==> config.mk <==
export PLATFORM = sky130hd
export DESIGN_NAME = hs_link
export DESIGN_NICKNAME = d
export VERILOG_FILES = /design/src/rtl/hs_pkg.sv /design/src/rtl/hs_hold_timer.sv /design/src/rtl/hs_master.sv /design/src/rtl/hs_slave.sv /design/src/rtl/hs_link.sv
export SDC_FILE = /design/constraint.sdc
export NUM_CORES = 1
export LEC_CHECK = 0
export CORE_ASPECT_RATIO = 1.2
export CORE_UTILIZATION = 45
export CTS_CLUSTER_DIAMETER = 60
export CTS_CLUSTER_SIZE = 14
export DETAILED_ROUTE_END_ITERATION = 7
export PLACE_DENSITY_LB_ADDON = 0.12
export RECOVER_POWER = 25
export SLEW_MARGIN = 30
export SYNTH_ARGS = -nofsm -noshare
export SYNTH_HDL_FRONTEND = slang
export SYNTH_HIERARCHICAL = 1
export SYNTH_SLANG_ARGS = --single-unit
==> constraint.sdc <==
create_clock -name clk -period 2.3 [get_ports clk]
set_clock_uncertainty 0.1 [all_clocks]
set_input_delay 0.575 -clock clk [delete_from_list [all_inputs] [get_ports clk]]
set_output_delay 0.575 -clock clk [all_outputs]
set_load 0.02 [all_outputs]
==> src/rtl/hs_pkg.sv <==
package hs_pkg;

    typedef enum logic [1:0] {
        HS_OPEN    = 2'd0,
        HS_HALF    = 2'd1,
        HS_LOCKED  = 2'd2,
        HS_LOCKED2 = 2'd3
    } hs_mode_e;

    typedef enum logic [1:0] {
        HM_IDLE  = 2'd0,
        HM_REQ   = 2'd1,
        HM_DRAIN = 2'd2
    } hm_state_e;

    typedef enum logic [1:0] {
        HA_IDLE  = 2'd0,
        HA_ACK   = 2'd1,
        HA_REARM = 2'd2
    } ha_state_e;

    // What a given mode asks of each side
    typedef struct packed {
        logic waits_ack;     // requester holds req until ack is seen
        logic waits_release; // both sides wait for the opposite falling edge
    } hs_policy_t;

    function automatic hs_policy_t hs_policy(input logic [1:0] mode);
        hs_policy_t p;
        p.waits_ack     = (mode != HS_OPEN);
        p.waits_release = mode[1];
        return p;
    endfunction

endpackage

==> src/rtl/hs_hold_timer.sv <==
module hs_hold_timer #(
    parameter int HOLD = 3
) (
    input  logic clk,
    input  logic rst,
    input  logic run_i,
    output logic expire_o
);
    localparam int CW = (HOLD > 1) ? $clog2(HOLD) : 1;
    localparam logic [CW-1:0] LAST = CW'(HOLD - 1);

    logic [CW-1:0] cnt;

    assign expire_o = run_i && (cnt == LAST);

    always_ff @(posedge clk) begin
        if (rst || !run_i || expire_o) cnt <= '0;
        else                           cnt <= cnt + 1'b1;
    end
endmodule

==> src/rtl/hs_master.sv <==
module hs_master
    import hs_pkg::*;
#(
    parameter int DATA_W   = 8,
    parameter int REQ_HOLD = 3
) (
    input  logic              clk,
    input  logic              rst,
    input  logic [1:0]        mode_i,
    input  logic              start_i,
    input  logic [DATA_W-1:0] data_i,
    input  logic              ack_i,
    output logic              req_o,
    output logic [DATA_W-1:0] data_o,
    output logic [1:0]        mode_o,
    output logic              busy_o,
    output logic              done_o
);
    hm_state_e  state;
    hs_policy_t pol;
    logic       tmr_run;
    logic       tmr_expire;

    assign pol     = hs_policy(mode_o);
    assign tmr_run = (state == HM_REQ) && !pol.waits_ack;
    assign busy_o  = (state != HM_IDLE);

    hs_hold_timer #(.HOLD(REQ_HOLD)) u_req_timer (
        .clk      (clk),
        .rst      (rst),
        .run_i    (tmr_run),
        .expire_o (tmr_expire)
    );

    always_ff @(posedge clk) begin
        if (rst) begin
            state  <= HM_IDLE;
            req_o  <= 1'b0;
            done_o <= 1'b0;
            data_o <= '0;
            mode_o <= HS_OPEN;
        end else begin
            done_o <= 1'b0;
            unique case (state)
                HM_IDLE: begin
                    if (start_i && !ack_i) begin
                        mode_o <= mode_i;
                        data_o <= data_i;
                        req_o  <= 1'b1;
                        state  <= HM_REQ;
                    end
                end
                HM_REQ: begin
                    if (pol.waits_ack) begin
                        if (ack_i) begin
                            req_o <= 1'b0;
                            if (pol.waits_release) begin
                                state <= HM_DRAIN;
                            end else begin
                                done_o <= 1'b1;
                                state  <= HM_IDLE;
                            end
                        end
                    end else if (tmr_expire) begin
                        req_o  <= 1'b0;
                        done_o <= 1'b1;
                        state  <= HM_IDLE;
                    end
                end
                HM_DRAIN: begin
                    if (!ack_i) begin
                        done_o <= 1'b1;
                        state  <= HM_IDLE;
                    end
                end
                default: state <= HM_IDLE;
            endcase
        end
    end
endmodule

==> src/rtl/hs_slave.sv <==
module hs_slave
    import hs_pkg::*;
#(
    parameter int DATA_W   = 8,
    parameter int ACK_HOLD = 4
) (
    input  logic              clk,
    input  logic              rst,
    input  logic [1:0]        mode_i,
    input  logic              req_i,
    input  logic [DATA_W-1:0] data_i,
    input  logic              ready_i,
    output logic              ack_o,
    output logic [DATA_W-1:0] rx_data_o,
    output logic              rx_valid_o
);
    ha_state_e  state;
    logic [1:0] mode_q;
    hs_policy_t pol;
    logic       tmr_run;
    logic       tmr_expire;

    assign pol     = hs_policy(mode_q);
    assign tmr_run = (state == HA_ACK) && !pol.waits_release;

    hs_hold_timer #(.HOLD(ACK_HOLD)) u_ack_timer (
        .clk      (clk),
        .rst      (rst),
        .run_i    (tmr_run),
        .expire_o (tmr_expire)
    );

    always_ff @(posedge clk) begin
        if (rst) begin
            state      <= HA_IDLE;
            ack_o      <= 1'b0;
            rx_data_o  <= '0;
            rx_valid_o <= 1'b0;
            mode_q     <= HS_OPEN;
        end else begin
            rx_valid_o <= 1'b0;
            unique case (state)
                HA_IDLE: begin
                    if (req_i && ready_i) begin
                        ack_o      <= 1'b1;
                        rx_data_o  <= data_i;
                        rx_valid_o <= 1'b1;
                        mode_q     <= mode_i;
                        state      <= HA_ACK;
                    end
                end
                HA_ACK: begin
                    if (pol.waits_release) begin
                        if (!req_i) begin
                            ack_o <= 1'b0;
                            state <= HA_IDLE;
                        end
                    end else if (tmr_expire) begin
                        ack_o <= 1'b0;
                        state <= req_i ? HA_REARM : HA_IDLE;
                    end
                end
                HA_REARM: begin
                    if (!req_i) state <= HA_IDLE;
                end
                default: state <= HA_IDLE;
            endcase
        end
    end
endmodule

==> src/rtl/hs_link.sv <==
module hs_link #(
    parameter int DATA_W   = 8,
    parameter int REQ_HOLD = 3,
    parameter int ACK_HOLD = 4
) (
    input  logic              clk,
    input  logic              rst,
    input  logic [1:0]        mode_i,
    input  logic              start_i,
    input  logic [DATA_W-1:0] tx_data_i,
    output logic              busy_o,
    output logic              done_o,
    input  logic              slv_ready_i,
    output logic [DATA_W-1:0] rx_data_o,
    output logic              rx_valid_o,
    output logic              req_o,
    output logic              ack_o
);
    logic [DATA_W-1:0] bus_data;
    logic [1:0]        bus_mode;

    hs_master #(.DATA_W(DATA_W), .REQ_HOLD(REQ_HOLD)) u_master (
        .clk     (clk),
        .rst     (rst),
        .mode_i  (mode_i),
        .start_i (start_i),
        .data_i  (tx_data_i),
        .ack_i   (ack_o),
        .req_o   (req_o),
        .data_o  (bus_data),
        .mode_o  (bus_mode),
        .busy_o  (busy_o),
        .done_o  (done_o)
    );

    hs_slave #(.DATA_W(DATA_W), .ACK_HOLD(ACK_HOLD)) u_slave (
        .clk        (clk),
        .rst        (rst),
        .mode_i     (bus_mode),
        .req_i      (req_o),
        .data_i     (bus_data),
        .ready_i    (slv_ready_i),
        .ack_o      (ack_o),
        .rx_data_o  (rx_data_o),
        .rx_valid_o (rx_valid_o)
    );
endmodule

# --- Word level (Yosys, flattened, before mapping) ---
# Index checks and enable logic that the tools add are counted.
word_totals:
  reg_bits: 32
  latchBits: 0
  ramBits: 0
  mem_bits_ro: 0
  word_cells: 86
  memories: 0
op_classes:
  add_sub_neg: 2
  multipliers: 0
  div_mod_pow: 0
  magnitude_cmp: 0
  eq_ne: 13
  shifts: 0
  muxes: 30
  bitwise: 1
  reduce_logical: 28
op_table:
  columns: ["op", "count"]
  rows:
  - ["$mux W2", 11]
  - ["$mux W1", 14]
  - ["$pmux W2 S3", 2]
  - ["$reduce_and A4 Y1", 3]
  - ["$ne A3 B2 Y1 const B", 3]
  - ["$eq A2 B2 Y1 const B", 4]
  - ["$reduce_bool A2 Y1", 4]
  - ["$logic_and A1 B1 Y1", 6]
  - ["$pmux W1 S2", 3]
  - ["$reduce_and A2 Y1", 3]
  - ["$logic_not A1 Y1", 5]
  - ["$add A2 B1 Y2 const B", 2]
  - ["$eq A2 B1 Y1 const B", 2]
  - ["$logic_not A2 Y1", 2]
  - ["$logic_or A1 B1 Y1", 4]
  - ["$ne A2 B1 Y1 const B", 2]
  - ["$ne A3 B3 Y1 const B", 1]
  - ["$ne A2 B2 Y1 const B", 1]
  - ["$reduce_or A2 Y1", 1]
  - ["$not A1 Y1", 1]

# --- Longest topological paths before layout ---
logic_depth:
  ltp_word: 7
  mapped_depth: 8
  depth_no_buf: 8

# --- Hierarchy ---
# The synthesis kept the hierarchy.
by_module_without_submodules:
  columns: ["mod", "instances", "cells_each", "area_per_inst_um2", "seq_area_each_um2"]
  rows:
  - ["hs_master", 1, 82, 664.4, 280.3]
  - ["hs_slave", 1, 59, 493.0, 260.2]
  - ["hs_hold_timer (u_slave.u_ack_timer)", 1, 6, 86.3, 40.0]
  - ["hs_hold_timer (u_master.u_req_timer)", 1, 7, 81.3, 40.0]

# --- Worst setup path before layout ---
# OpenSTA, ideal clock, no wires.
synth_timing:
  path_kind: "register -> register"
  startpoint: "register u_master.state[1]"
  endpoint: "register u_master.req_o"
  arrival_time_ns: 1.882
  setup_slack_ns: 0.232
  stages_incl_launch_ff: 9
  n_path_buf: 0
  path_cell_list: "dfxtp_1 > inv_1 > ha_1 > and2_1 > and2_2 > or4b_1 > o221ai_2 > nand3b_2 > a221oi_2"
synth_between:
  elab_chain_len: 5
  word_cells_on_any_way: 10
synth_lines:
  columns: ["item", "line", "source"]
  rows:
  - ["start: declaration", "hs_master.sv:19", "hm_state_e state;"]
  - ["start signal: assignment", "hs_master.sv:37", "state <= HM_IDLE;"]
  - ["start signal: assignment", "hs_master.sv:50", "state <= HM_REQ;"]
  - ["start signal: assignment", "hs_master.sv:58", "state <= HM_DRAIN;"]
  - ["$eq A2 B1 Y1", "hs_master.sv:25", "assign tmr_run = (state == HM_REQ) && !pol.waits_ack;"]
  - ["$logic_and A1 B1 Y1", "hs_master.sv:25", null]
  - ["via u_master.tmr_run", "hs_master.sv:21", "logic tmr_run;"]
  - ["$logic_and A1 B1 Y1", "hs_hold_timer.sv:14", "assign expire_o = run_i && (cnt == LAST);"]
  - ["via u_master.tmr_expire", "hs_master.sv:22", "logic tmr_expire;"]
  - ["$ne A3 B2 Y1 (no line)", null, null]
  - ["$reduce_and A4 Y1 (no line)", null, null]
  - ["end signal: assignment", "hs_master.sv:38", "req_o <= 1'b0;"]
  - ["end signal: assignment", "hs_master.sv:49", "req_o <= 1'b1;"]
  - ["end signal: assignment", "hs_master.sv:56", "req_o <= 1'b0;"]
  - ["end: declaration", "hs_master.sv:13", "output logic req_o,"]
# The timed path passes the listed nets, and every way through them passes these cells.
# A chain may end at the register's enable or synchronous reset.

# --- Worst setup path after layout ---
layout_timing:
  startpoint: "register u_slave.ack_o"
  endpoint: "output ack_o"
layout_rtl:
  columns: ["item", "line", "source"]
  rows:
  - ["start: declaration", "hs_slave.sv:13", "output logic ack_o,"]
  - ["start signal: assignment", "hs_slave.sv:36", "ack_o <= 1'b0;"]
  - ["start signal: assignment", "hs_slave.sv:45", "ack_o <= 1'b1;"]
  - ["start signal: assignment", "hs_slave.sv:55", "ack_o <= 1'b0;"]
  - ["end: declaration", "hs_link.sv:17", "output logic ack_o"]
# No word-level cell between the ends.

==> impl_metrics.tcl <==
set metrics [dict create \
    hold_viol 0 \
    multi_input_area_um2 651 \
    synth_nets 174 \
    ys.flop_type "dfxtp_1" \
    setup-tns-final_ns 0 \
    ant_nets 0 \
    hold_path.class "register to register" \
    gp_routability_congestion 0.928 \
    rrSetupSlack_ns 0.17 \
    p_per_area_nw_per_um2 716 \
    path_cells "clkdlybuf4s50_1" \
    ctsResizeCount 1 \
    drt-total-wl_um 2800 \
    cp_max_fo 8 \
    max_slew.worst_pin.slew_ns 0.854 \
    power_leakage_uw 0.000610 \
    drtPass1Iterations 4 \
    start_util_pct 47.6 \
    synth_mux_area_share_pct 0.755 \
    die_h_um 61.4 \
    critPathTopFamily "buffers and inverters" \
    ir_worst_vdd_v 0.000455 \
    status "finished clean" \
    synthXorXnorAreaFrac_pct 0 \
    die_x_um 51.5 \
    syn2layout_area_growth_pct 27.3 \
    detail_route.iter0.violations 20 \
    avgViaCountPerCell 5.21 \
    postCtsSetupBuffers 0 \
    io_buffer_count 26 \
    cts_tree "done" \
    startpoint "u_slave/ack_o" \
    grt_pass1_wl_um 4620 \
    synthAdderAreaFrac_pct 5.67 \
    critPathRequiredTime_ns 1.62 \
    cp_num_cells 1 \
    setup_viol 0 \
    nets 205 \
    syn_inst 154 \
    criticalPathCategory "register to primary output" \
    slowest_stage "clkdlybuf4s50_1" \
    crit_buf_inv 1 \
    p_sw_share_pct 26.4 \
    min_period_over_period_pct 94.0 \
    power_frac_seq_pct 49.5 \
    n_antenna_cell 0 \
    endpoint_kind "primary output" \
    rr_worst_depth 8 \
    synth_edf_count 0 \
    synth_area_leaders "dfxtp_1, nand2_1, a21oi_1, ha_1, and4bb_2" \
    slew_headroom_pct 43.0 \
    grt_pass1_vias 1064 \
    p_total_uw 1210 \
    clkSinkCount 31 \
    hold_slack_ns 0.326 \
    clkLatencyLatePin_ns 0.33 \
    cts_root_buf "clkbuf_4" \
    io_pins 27 \
    die-area_um2 3170 \
    grt_max_degree 22 \
    vias 1142 \
    finalCriticalPeriod_ns 2.16 \
    fmax_ghz 0.462 \
    yosys.area_share.simple_pct 29.1 \
    wl_per_cell_um 12.8 \
    numCtsBuffers 5 \
    dpl.hpwl_um 1960 \
    drive_gt1_share_pct 9.19 \
    synth_compound_area_share_pct 13.9 \
    rows 21 \
    cp-endpoint "ack_o" \
    critPathArrivalTime_ns 1.49 \
    cp-start-kind "register" \
    synth.cell_area_um2 1330 \
    clkPwrFrac_pct 33.0 \
    yosys.area.top_type "dfxtp_1" \
    regArea_um2 622 \
    ys_ff_latch 31 \
    path_clk_slew_ns 0.10 \
    postSynthAreaPerCell_um2 8.60 \
    async_reset_ff_share_pct 0 \
    rsz0062_at_grt "no" \
    clock_path_buffers 2 \
    drv_cap 0 \
    drv_slew 0 \
    regToRegEndpoint "u_master/req_o" \
    netSwitchingPower_uw 319 \
    p_comb_share_pct 17.5 \
    htreeDepth 2 \
    r2r-start "u_master/state[1]" \
    ys_types 32 \
    coreArea_um2 2790 \
    drcViolationCount 0 \
    internal_power_uw 889 \
    grt_usage_pct 20.6 \
    hold_buffers 0 \
    fillers 272 \
    grt-ovfl-total 0 \
    antenna_found_initial 0 \
    cpPeakStageDelay_ns 0.66 \
    yosys_warnings 6 \
    seq_area_frac_synth_pct 46.8 \
    netlist.area_leader.share_pct 46.8 \
    synth_top_family_by_area "simple AND/OR/NAND/NOR gates" \
]
-- stage by stage --
stage	setup slack [ns]	util [%]	std cells	cell area, um2
global route	0.0395	60.6	219	1690
CTS	0.0840	61.1	219	1700
global placement	0.163	58.5	212	1630
finish	0.137	60.6	219	1690
detailed placement	0.105	58.5	212	1630
floorplan	0.232	-	154	1330
-- how the worst min path moves through the flow --
stage	start	to	depth (start not counted)	slack, ns
after floorplan	u_master/u_req_timer/cnt[0]	u_master/u_req_timer/cnt[0]	1	0.30
after global placement	u_master/u_req_timer/cnt[0]	u_master/u_req_timer/cnt[0]	1	0.31
after detailed placement	u_master/u_req_timer/cnt[0]	u_master/u_req_timer/cnt[0]	1	0.32
after CTS	u_master/u_req_timer/cnt[0]	u_master/u_req_timer/cnt[0]	1	0.33
after global routing	u_master/u_req_timer/cnt[0]	u_master/u_req_timer/cnt[0]	1	0.34
final	u_master/u_req_timer/cnt[0]	u_master/u_req_timer/cnt[0]	1	0.33
-- registers in the layout, summed over array words and instances (netlist names), 2 cells and up --
| name | cells |
|---|---|
| u_master/data_o | 8 |
| u_master/state | 2 |
| u_master/u_req_timer/cnt | 2 |
| u_slave/state | 2 |
| u_slave/rx_data_o | 8 |
| u_slave/u_ack_timer/cnt | 2 |
| u_master/mode_o | 2 |
-- synth_stat cells, types with 2 or more instances --
library cell  count
clkbuf_1          4
nor3_1            2
a21oi_1          21
nand2_1          45
nand2b_1          4
dfxtp_1          31
and2_1            3
a31oi_1           2
and3b_1           2
nor4b_1           2
ha_1              6
nor3b_1           2
nor2_1            5
inv_1             6
and4bb_2          2
-- logic make-up after synthesis --
family | after synthesis
fa+ha+maj | 6
simple gates | 74
compound gates | 30
flops | 31
mux | 1
buf+inv | 12
-- per-layer routing --
layer | track usage [%] | vias up | share of wire [%]
li1 | - | 579 | -
met1 | 22.4 | 521 | 42
met2 | 34.7 | 32 | 50
met3 | 6.17 | 10 | 5.1
met4 | 13.9 | 0 | 3.0
met5 | 0 | - | 0
-- power by group through the flow --
| stage | sequential [uW] | combinational, uW | clock, uW |
|---|---|---|---|
| after floorplan | 612 | 127 | 0 |
| after global routing | 602 | 236 | 435 |
| after CTS | 597 | 214 | 410 |
| after detailed placement | 610 | 215 | 0 |
| after global placement | 608 | 210 | 0 |
| final | 597 | 211 | 399 |
-- final cells by class --
cell class	instances	share of cell area (%)
Inverter	6	1.34
Clock buffer	6	2.45
Clock inverter	1	1.78
Sequential cell	31	36.9
Tap cell	34	2.52
Multi-Input combinational cell	111	38.6
Timing Repair Buffer	30	16.5
-- cell usage in the layout, fill, tap and decap left out, types with 2 or more instances in the layout --
master	n
clkdlybuf4s50_1	24
and3b_1	2
nand2b_1	4
nor3b_1	2
a21oi_1	21
nor3_1	2
nor4b_1	3
and2_1	3
dfxtp_1	30
and4bb_2	2
clkbuf_1	3
inv_1	6
nor2_1	5
a31oi_1	2
ha_1	5
clkbuf_4	5
buf_4	2
nand2_1	45
No activity file was read; power rests on OpenSTA's default activity.
